## src/rtl/xb_pkg.sv

```systemverilog
package xb_pkg;
  localparam int XB_PINS   = 8;
  localparam int XB_CODE_W = 4;
  localparam int XB_FUNCS  = 14;
  localparam int XB_CODES  = 1 << XB_CODE_W;
  localparam int TX_PIN    = 4;
  localparam int RX_PIN    = 5;
  localparam int CC_MAX    = 3;

  // function codes, in placement priority
  localparam int FN_GPIO = 0;
  localparam int FN_UTX  = 1;
  localparam int FN_URX  = 2;
  localparam int FN_SDA  = 3;
  localparam int FN_SCL  = 4;
  localparam int FN_CMP  = 5;
  localparam int FN_CMPA = 6;
  localparam int FN_SCLK = 7;
  localparam int FN_CC0  = 8;
  localparam int FN_ECI  = 11;
  localparam int FN_T0   = 12;
  localparam int FN_T1   = 13;

  typedef logic [XB_CODE_W-1:0] fcode_t;

  typedef struct packed {
    logic [XB_PINS-1:0][XB_CODE_W-1:0] codes;
    logic                               ovf;
  } alloc_t;

  // fixed UART pins first, then lowest free pin per request in code order
  function automatic alloc_t xb_allocate(input logic [XB_FUNCS-1:0] req,
                                         input logic [XB_PINS-1:0]  skip);
    alloc_t              r;
    logic [XB_PINS-1:0]  taken;
    logic                placed;
    r     = '0;
    taken = skip;
    if (req[FN_UTX]) begin
      r.codes[TX_PIN] = fcode_t'(FN_UTX);
      taken[TX_PIN]   = 1'b1;
    end
    if (req[FN_URX]) begin
      r.codes[RX_PIN] = fcode_t'(FN_URX);
      taken[RX_PIN]   = 1'b1;
    end
    for (int c = FN_SDA; c < XB_FUNCS; c++) begin
      if (req[c]) begin
        placed = 1'b0;
        for (int p = 0; p < XB_PINS; p++) begin
          if (!placed && !taken[p]) begin
            r.codes[p] = fcode_t'(c);
            taken[p]   = 1'b1;
            placed     = 1'b1;
          end
        end
        if (!placed) r.ovf = 1'b1;
      end
    end
    return r;
  endfunction
endpackage

```

## src/rtl/xb_alloc.sv

```systemverilog
module xb_alloc
  import xb_pkg::*;
(
  input  logic                          uart_tx_en,
  input  logic                          uart_rx_en,
  input  logic                          smb_en,
  input  logic                          cmp_en,
  input  logic                          cmpa_en,
  input  logic                          sysclk_en,
  input  logic [1:0]                    cc_count,
  input  logic                          eci_en,
  input  logic                          t0_en,
  input  logic                          t1_en,
  input  logic [XB_PINS-1:0]            skip_mask,
  output logic [XB_PINS*XB_CODE_W-1:0]  map,
  output logic                          ovf
);
  logic [XB_FUNCS-1:0] req;
  alloc_t              res;

  always_comb begin
    req          = '0;
    req[FN_UTX]  = uart_tx_en;
    req[FN_URX]  = uart_rx_en;
    req[FN_SDA]  = smb_en;
    req[FN_SCL]  = smb_en;
    req[FN_CMP]  = cmp_en;
    req[FN_CMPA] = cmpa_en;
    req[FN_SCLK] = sysclk_en;
    req[FN_ECI]  = eci_en;
    req[FN_T0]   = t0_en;
    req[FN_T1]   = t1_en;
  end

  // capture/compare outputs: thermometer decode of the count
  logic [CC_MAX-1:0] cc_req;
  for (genvar k = 0; k < CC_MAX; k++) begin : g_cc
    assign cc_req[k] = (int'(cc_count) > k);
  end

  logic [XB_FUNCS-1:0] req_all;
  always_comb begin
    req_all = req;
    for (int k = 0; k < CC_MAX; k++) req_all[FN_CC0 + k] = cc_req[k];
  end

  assign res = xb_allocate(req_all, skip_mask);
  assign map = res.codes;
  assign ovf = res.ovf;
endmodule

```

## src/rtl/xb_route.sv

```systemverilog
module xb_route
  import xb_pkg::*;
(
  input  logic                          en,
  input  logic [XB_PINS*XB_CODE_W-1:0]  codes,
  input  logic [XB_PINS-1:0]            gpio_dout,
  input  logic [XB_PINS-1:0]            gpio_oe,
  input  logic [XB_FUNCS-1:0]           func_dout,
  input  logic [XB_FUNCS-1:0]           func_doe,
  input  logic [XB_PINS-1:0]            pin_in,
  output logic [XB_PINS-1:0]            pin_dout,
  output logic [XB_PINS-1:0]            pin_oe,
  output logic [XB_FUNCS-1:0]           func_din
);
  localparam int PAD_W = XB_CODES - XB_FUNCS;

  logic [XB_CODES-1:0] dout_ext, doe_ext;
  assign dout_ext = {{PAD_W{1'b0}}, func_dout};
  assign doe_ext  = {{PAD_W{1'b0}}, func_doe};

  // per-pin output mux
  for (genvar p = 0; p < XB_PINS; p++) begin : g_pin
    fcode_t sel;
    assign sel = codes[p*XB_CODE_W +: XB_CODE_W];
    always_comb begin
      if (sel == fcode_t'(FN_GPIO)) begin
        pin_dout[p] = gpio_dout[p];
        pin_oe[p]   = en & gpio_oe[p];
      end else begin
        pin_dout[p] = dout_ext[sel];
        pin_oe[p]   = en & doe_ext[sel];
      end
    end
  end

  // per-function input gather, idle high
  assign func_din[FN_GPIO] = 1'b1;
  for (genvar c = 1; c < XB_FUNCS; c++) begin : g_fn
    always_comb begin
      func_din[c] = 1'b1;
      for (int p = 0; p < XB_PINS; p++)
        if (en && codes[p*XB_CODE_W +: XB_CODE_W] == fcode_t'(c))
          func_din[c] = pin_in[p];
    end
  end
endmodule

```

## src/rtl/pin_crossbar.sv

```systemverilog
module pin_crossbar
  import xb_pkg::*;
(
  input  logic                          clk,
  input  logic                          rst_n,
  input  logic                          xbar_en,
  input  logic                          uart_tx_en,
  input  logic                          uart_rx_en,
  input  logic                          smb_en,
  input  logic                          cmp_en,
  input  logic                          cmpa_en,
  input  logic                          sysclk_en,
  input  logic [1:0]                    cc_count,
  input  logic                          eci_en,
  input  logic                          t0_en,
  input  logic                          t1_en,
  input  logic [XB_PINS-1:0]            skip_mask,
  input  logic [XB_PINS-1:0]            gpio_dout,
  input  logic [XB_PINS-1:0]            gpio_oe,
  input  logic [XB_FUNCS-1:0]           func_dout,
  input  logic [XB_FUNCS-1:0]           func_doe,
  input  logic [XB_PINS-1:0]            pin_in,
  output logic [XB_PINS-1:0]            pin_dout,
  output logic [XB_PINS-1:0]            pin_oe,
  output logic [XB_FUNCS-1:0]           func_din,
  output logic [XB_PINS*XB_CODE_W-1:0]  pin_code,
  output logic                          overflow
);
  // named internal events, observed by the checker
  logic [XB_PINS*XB_CODE_W-1:0] map_next;
  logic                         alloc_ovf;

  logic [XB_PINS*XB_CODE_W-1:0] code_q;
  logic                         en_q;
  logic                         ovf_q;

  xb_alloc u_alloc (
    .uart_tx_en (uart_tx_en),
    .uart_rx_en (uart_rx_en),
    .smb_en     (smb_en),
    .cmp_en     (cmp_en),
    .cmpa_en    (cmpa_en),
    .sysclk_en  (sysclk_en),
    .cc_count   (cc_count),
    .eci_en     (eci_en),
    .t0_en      (t0_en),
    .t1_en      (t1_en),
    .skip_mask  (skip_mask),
    .map        (map_next),
    .ovf        (alloc_ovf)
  );

  always_ff @(posedge clk or negedge rst_n) begin
    if (!rst_n) begin
      code_q <= '0;
      en_q   <= 1'b0;
      ovf_q  <= 1'b0;
    end else begin
      en_q   <= xbar_en;
      code_q <= xbar_en ? map_next : '0;
      ovf_q  <= ovf_q | (xbar_en & alloc_ovf);
    end
  end

  xb_route u_route (
    .en        (en_q),
    .codes     (code_q),
    .gpio_dout (gpio_dout),
    .gpio_oe   (gpio_oe),
    .func_dout (func_dout),
    .func_doe  (func_doe),
    .pin_in    (pin_in),
    .pin_dout  (pin_dout),
    .pin_oe    (pin_oe),
    .func_din  (func_din)
  );

  assign pin_code = code_q;
  assign overflow = ovf_q;
endmodule

```

## config.mk

```make
export PLATFORM = sky130hd
export DESIGN_NAME = pin_crossbar
export DESIGN_NICKNAME = d
export VERILOG_FILES = /design/src/rtl/xb_pkg.sv /design/src/rtl/xb_alloc.sv /design/src/rtl/xb_route.sv /design/src/rtl/pin_crossbar.sv
export SDC_FILE = /design/constraint.sdc
export NUM_CORES = 1
export LEC_CHECK = 0
export BUFFER_PORTS_ARGS = -buffer_cell sky130_fd_sc_hd__buf_2
export CORE_ASPECT_RATIO = 0.7
export CORE_MARGIN = 4
export CORE_UTILIZATION = 30
export DETAILED_ROUTE_END_ITERATION = 16
export GPL_TIMING_DRIVEN = 0
export PLACE_DENSITY = 0.46
export SETUP_SLACK_MARGIN = 0.5
export SLEW_MARGIN = 10
export SYNTH_ARGS = -nofsm -noshare
export SYNTH_HDL_FRONTEND = slang
export SYNTH_SLANG_ARGS = --single-unit
```

## constraint.sdc

```tcl
create_clock -name clk -period 5.75 [get_ports clk]
set_clock_uncertainty 0.15 [all_clocks]
set_input_delay 0.575 -clock clk [delete_from_list [all_inputs] [get_ports clk]]
set_output_delay 0.575 -clock clk [all_outputs]
set_load 0.02 [all_outputs]
```

==> results.md <==
- IO buf count: about 120
- CP startpoint: cmp_en
- WL/cell: 22.9 um
- Final worst path period share: 0.727
- Die Ht: 142 um
- LEAKAGE: 3.17 nW
- # resized after CTS: 0
- Top cells by area, synth: dfrtp_1 (11%), mux4_2 (11%), nor2_1 (6.5%), a21oi_1 (6.2%), nand2_1 (5.3%)
- Commonest non-fill, non-tap cell in the layout: buf_2
- Die Wd: 199 um
- Drt total wl: 35.3 mm
- Final hold violations: 0
- Async set-reset flop share out of synthesis: 1.00
- Fmax: between 200 and 250 MHz
- Max cap viols: 0
- CTS Sinks: 34
- Power Dens Cells: 156 nW/um2
- Area leader, netlist: dfrtp_1
- DRT iter0 DRCs: 1131
- Yosys synthesis warning count: 0
- Cell Area, Synth: around 7600 um2
- Share of the synthesized area in the top cell type: 0.111
- Routed vias: around 9600
- Total core area: roughly 25000 um2
- Number of flops mapped to enable cells by yosys: 0
- Buf+Inv Stages, Crit Path: 3
- Final setup fails: 0
- Clock Tree Buf Depth: 2
- Post-CTS Setup Inserts: 0
- Die area: 28200 um2
- Starting Density: 0.308
- CP Capture Type: register
- Share of cells above drive strength 1: 0.201
- CTS Hold Bufs: 0
- Mapped Cells: approximately 1100
- Commonest cells after routing, fill and taps aside: buf_2 (133), nor2_1 (132), nand2_1 (109), a21oi_1 (95), o21ai_0 (78)
- Setup CP Type: input port to register
- Slew Limit Headroom: 0.433
- Final ANT Viol Nets: 0
- Area growth from synthesis to layout: 15.4%
- Worst slew pin tran: roughly 0.85 ns
- Kind of cell adding the most delay to the critical path: compound AO/OA/AOI/OAI gates
- Top Ports: approximately 140
- Via density: 6.23
- Overall Power: between 0.001 and 0.0015 W
- CP Launch Type: input port
- CP max stage cell: nor2_2
- VDD IR max: 0.000132 V
- Hpwl dp: 28.7 mm
- Setup tns final: 0 ns
- Syn_nets: around 1200
- # DRC: 0
- Min Tclk post-route: 4.18 ns
- CP most frequent cell: buf_2
- Reg2reg start: overflow
- Area of the multi-input gates: between 6000 and 7000 um2
- Status: complete, no violations
- # fillers: roughly 2800
- Global-route wire length before repair: 54.0 mm
- Max Slew Vio Count: 0
- Post-synthesis cell type count: 95
- Post-synth top flop: dfrtp_1
- DR pass1 iterations: 5
- Number of CTS-inserted buffers: 5
- Register area: about 850 um2
- Global-route usage over all layers: 0.244
- CTS root buf: clkbuf_16
- Peak per-stage delay on the critical path: between 0.4 and 0.5 ns
- Synth Area per Inst: between 7 and 8 um2
- Worst hold path class: input port to async pin
- Clk slew on worst S/H paths: about 0.050 ns
- Core Rows: 48
- Crit path max fanout: 10
- Routability cong.: about 0.9
- CP Cell Sequence: buf_2 -> buf_6 -> a211oi_1 -> o21a_1 -> buf_2 -> nor3_2 -> o21ai_1 -> nor2_2 -> o221ai_1 -> o211ai_4 -> a211o_1 -> mux2_4 -> a211oi_2 -> o211ai_1
- Final core occ: 0.355
- Part of the Yosys area used for sequential elements: 0.111
- Yosys reg bits: 34
- Clk_lat worst skew: between 0.2 and 0.3 ns
- RSZ-0062 raised after global routing: no
- Vias in the first global route: 8735
- CP Data Arrival Time: approximately 4.2 ns
- Initial antenna violation count: 0
- Final Net Count: between 1000 and 1500
- Htree depth: 2
- CP required: between 5 and 6 ns
- Gr ovfl total: 0
- Largest net degree at the start of global routing: 35
- Antenna cells: 0
- CTS tree: built
## layout make-up
type / count / area share
buffer: 97 / 0.0498
multi-input combinational: 933 / 0.711
timing repair buffer: 124 / 0.0703
inverter: 23 / 0.00978
tap: 325 / 0.0461
clock buffer: 7 / 0.0162
clock inverter: 1 / 0.000567
sequential: 34 / 0.0964
## worst paths after layout
check,depth (start not counted),slack (ns),end
max,14,1.57,pin_code[28]
min,1,0.21,pin_code[0]
max reg2reg,4,4.35,overflow
min reg2reg,2,0.44,overflow
max in group asynchronous,1,4.74,pin_code[28]
min in group clk,1,0.41,en_q
## sequential cells by signal (all words and copies together), names as in the netlist
| name | count |
|---|---|
| overflow | 1 |
| pin_code | 32 |
| en_q | 1 |
## cells by family (layout without fill, tap and decap cells)
logic type,Yosys count,after routing,share of synthesized area
simple gates,446,446,0.283
compound gates,398,398,0.359
buf+inv,120,252,0.0687
mux,75,75,0.160
flops,34,34,0.111
fa+ha+maj,8,8,0.0114
xor+xnor,5,5,0.00573
other cells,1,1,0.000490
## cell usage after synthesis, types with 5 or more instances
library cell and n:
o211ai_1 18, mux4_2 37, o311a_1 5, buf_1 11, o21ai_0 78, and3_1 8
nor4_1 9, nor3b_1 8, a31oi_1 36, o22ai_1 15, a22oi_1 7, nand2_1 109
and2_1 8, inv_1 23, nor2_1 132, nand3_1 32, nand2b_1 24, o32ai_1 8
nor2b_1 22, nor3_1 54, o21a_1 18, a32oi_1 5, clkbuf_1 66, a311oi_1 5
nand4_1 8, a211oi_1 19, a221oi_1 10, buf_4 5, mux2_2 6, a21oi_1 95
a21o_1 5, maj3_2 6, o31ai_1 7, buf_2 9, or2_2 5, dfrtp_1 34
mux2i_1 31, buf_6 6
## per-stage QoR
step / instances / hold slack (ns) / worst slack, ns / instance area (um2)
2_1_floorplan: 1087 / 0.129 / 2.08 / 7650
3_3_place_gp: 1536 / 0.444 / 1.38 / 8680
3_5_place_dp: 1536 / 0.435 / 1.41 / 8680
4_1_cts: 1544 / 0.232 / 1.68 / 8820
5_1_grt: 1544 / 0.284 / 1.35 / 8820
6_report: 1544 / 0.213 / 1.57 / 8820
## power breakdown
| group | switching (W) | leakage, nW | internal (W) |
|---|---|---|---|
| clock network | 0.000101 | 0.0739 | 0.000172 |
| registers | 0.0000205 | 0.452 | 0.000255 |
| logic | 0.000541 | 2.65 | 0.000289 |
| total | 0.000662 | 3.17 | 0.000715 |
## layer usage
| layer | vias to the layer above | GRT usage | share of wire |
|---|---|---|---|
| met2 | 526 | 0.321 | 0.38 |
| met1 | 4631 | 0.409 | 0.51 |
| met4 | 0 | 0.00863 | 0.0029 |
| li1 | 4450 | - | - |
| met3 | 15 | 0.0615 | 0.11 |
| met5 | - | 0 | 0 |
Power figures use the tool's default switching activity.
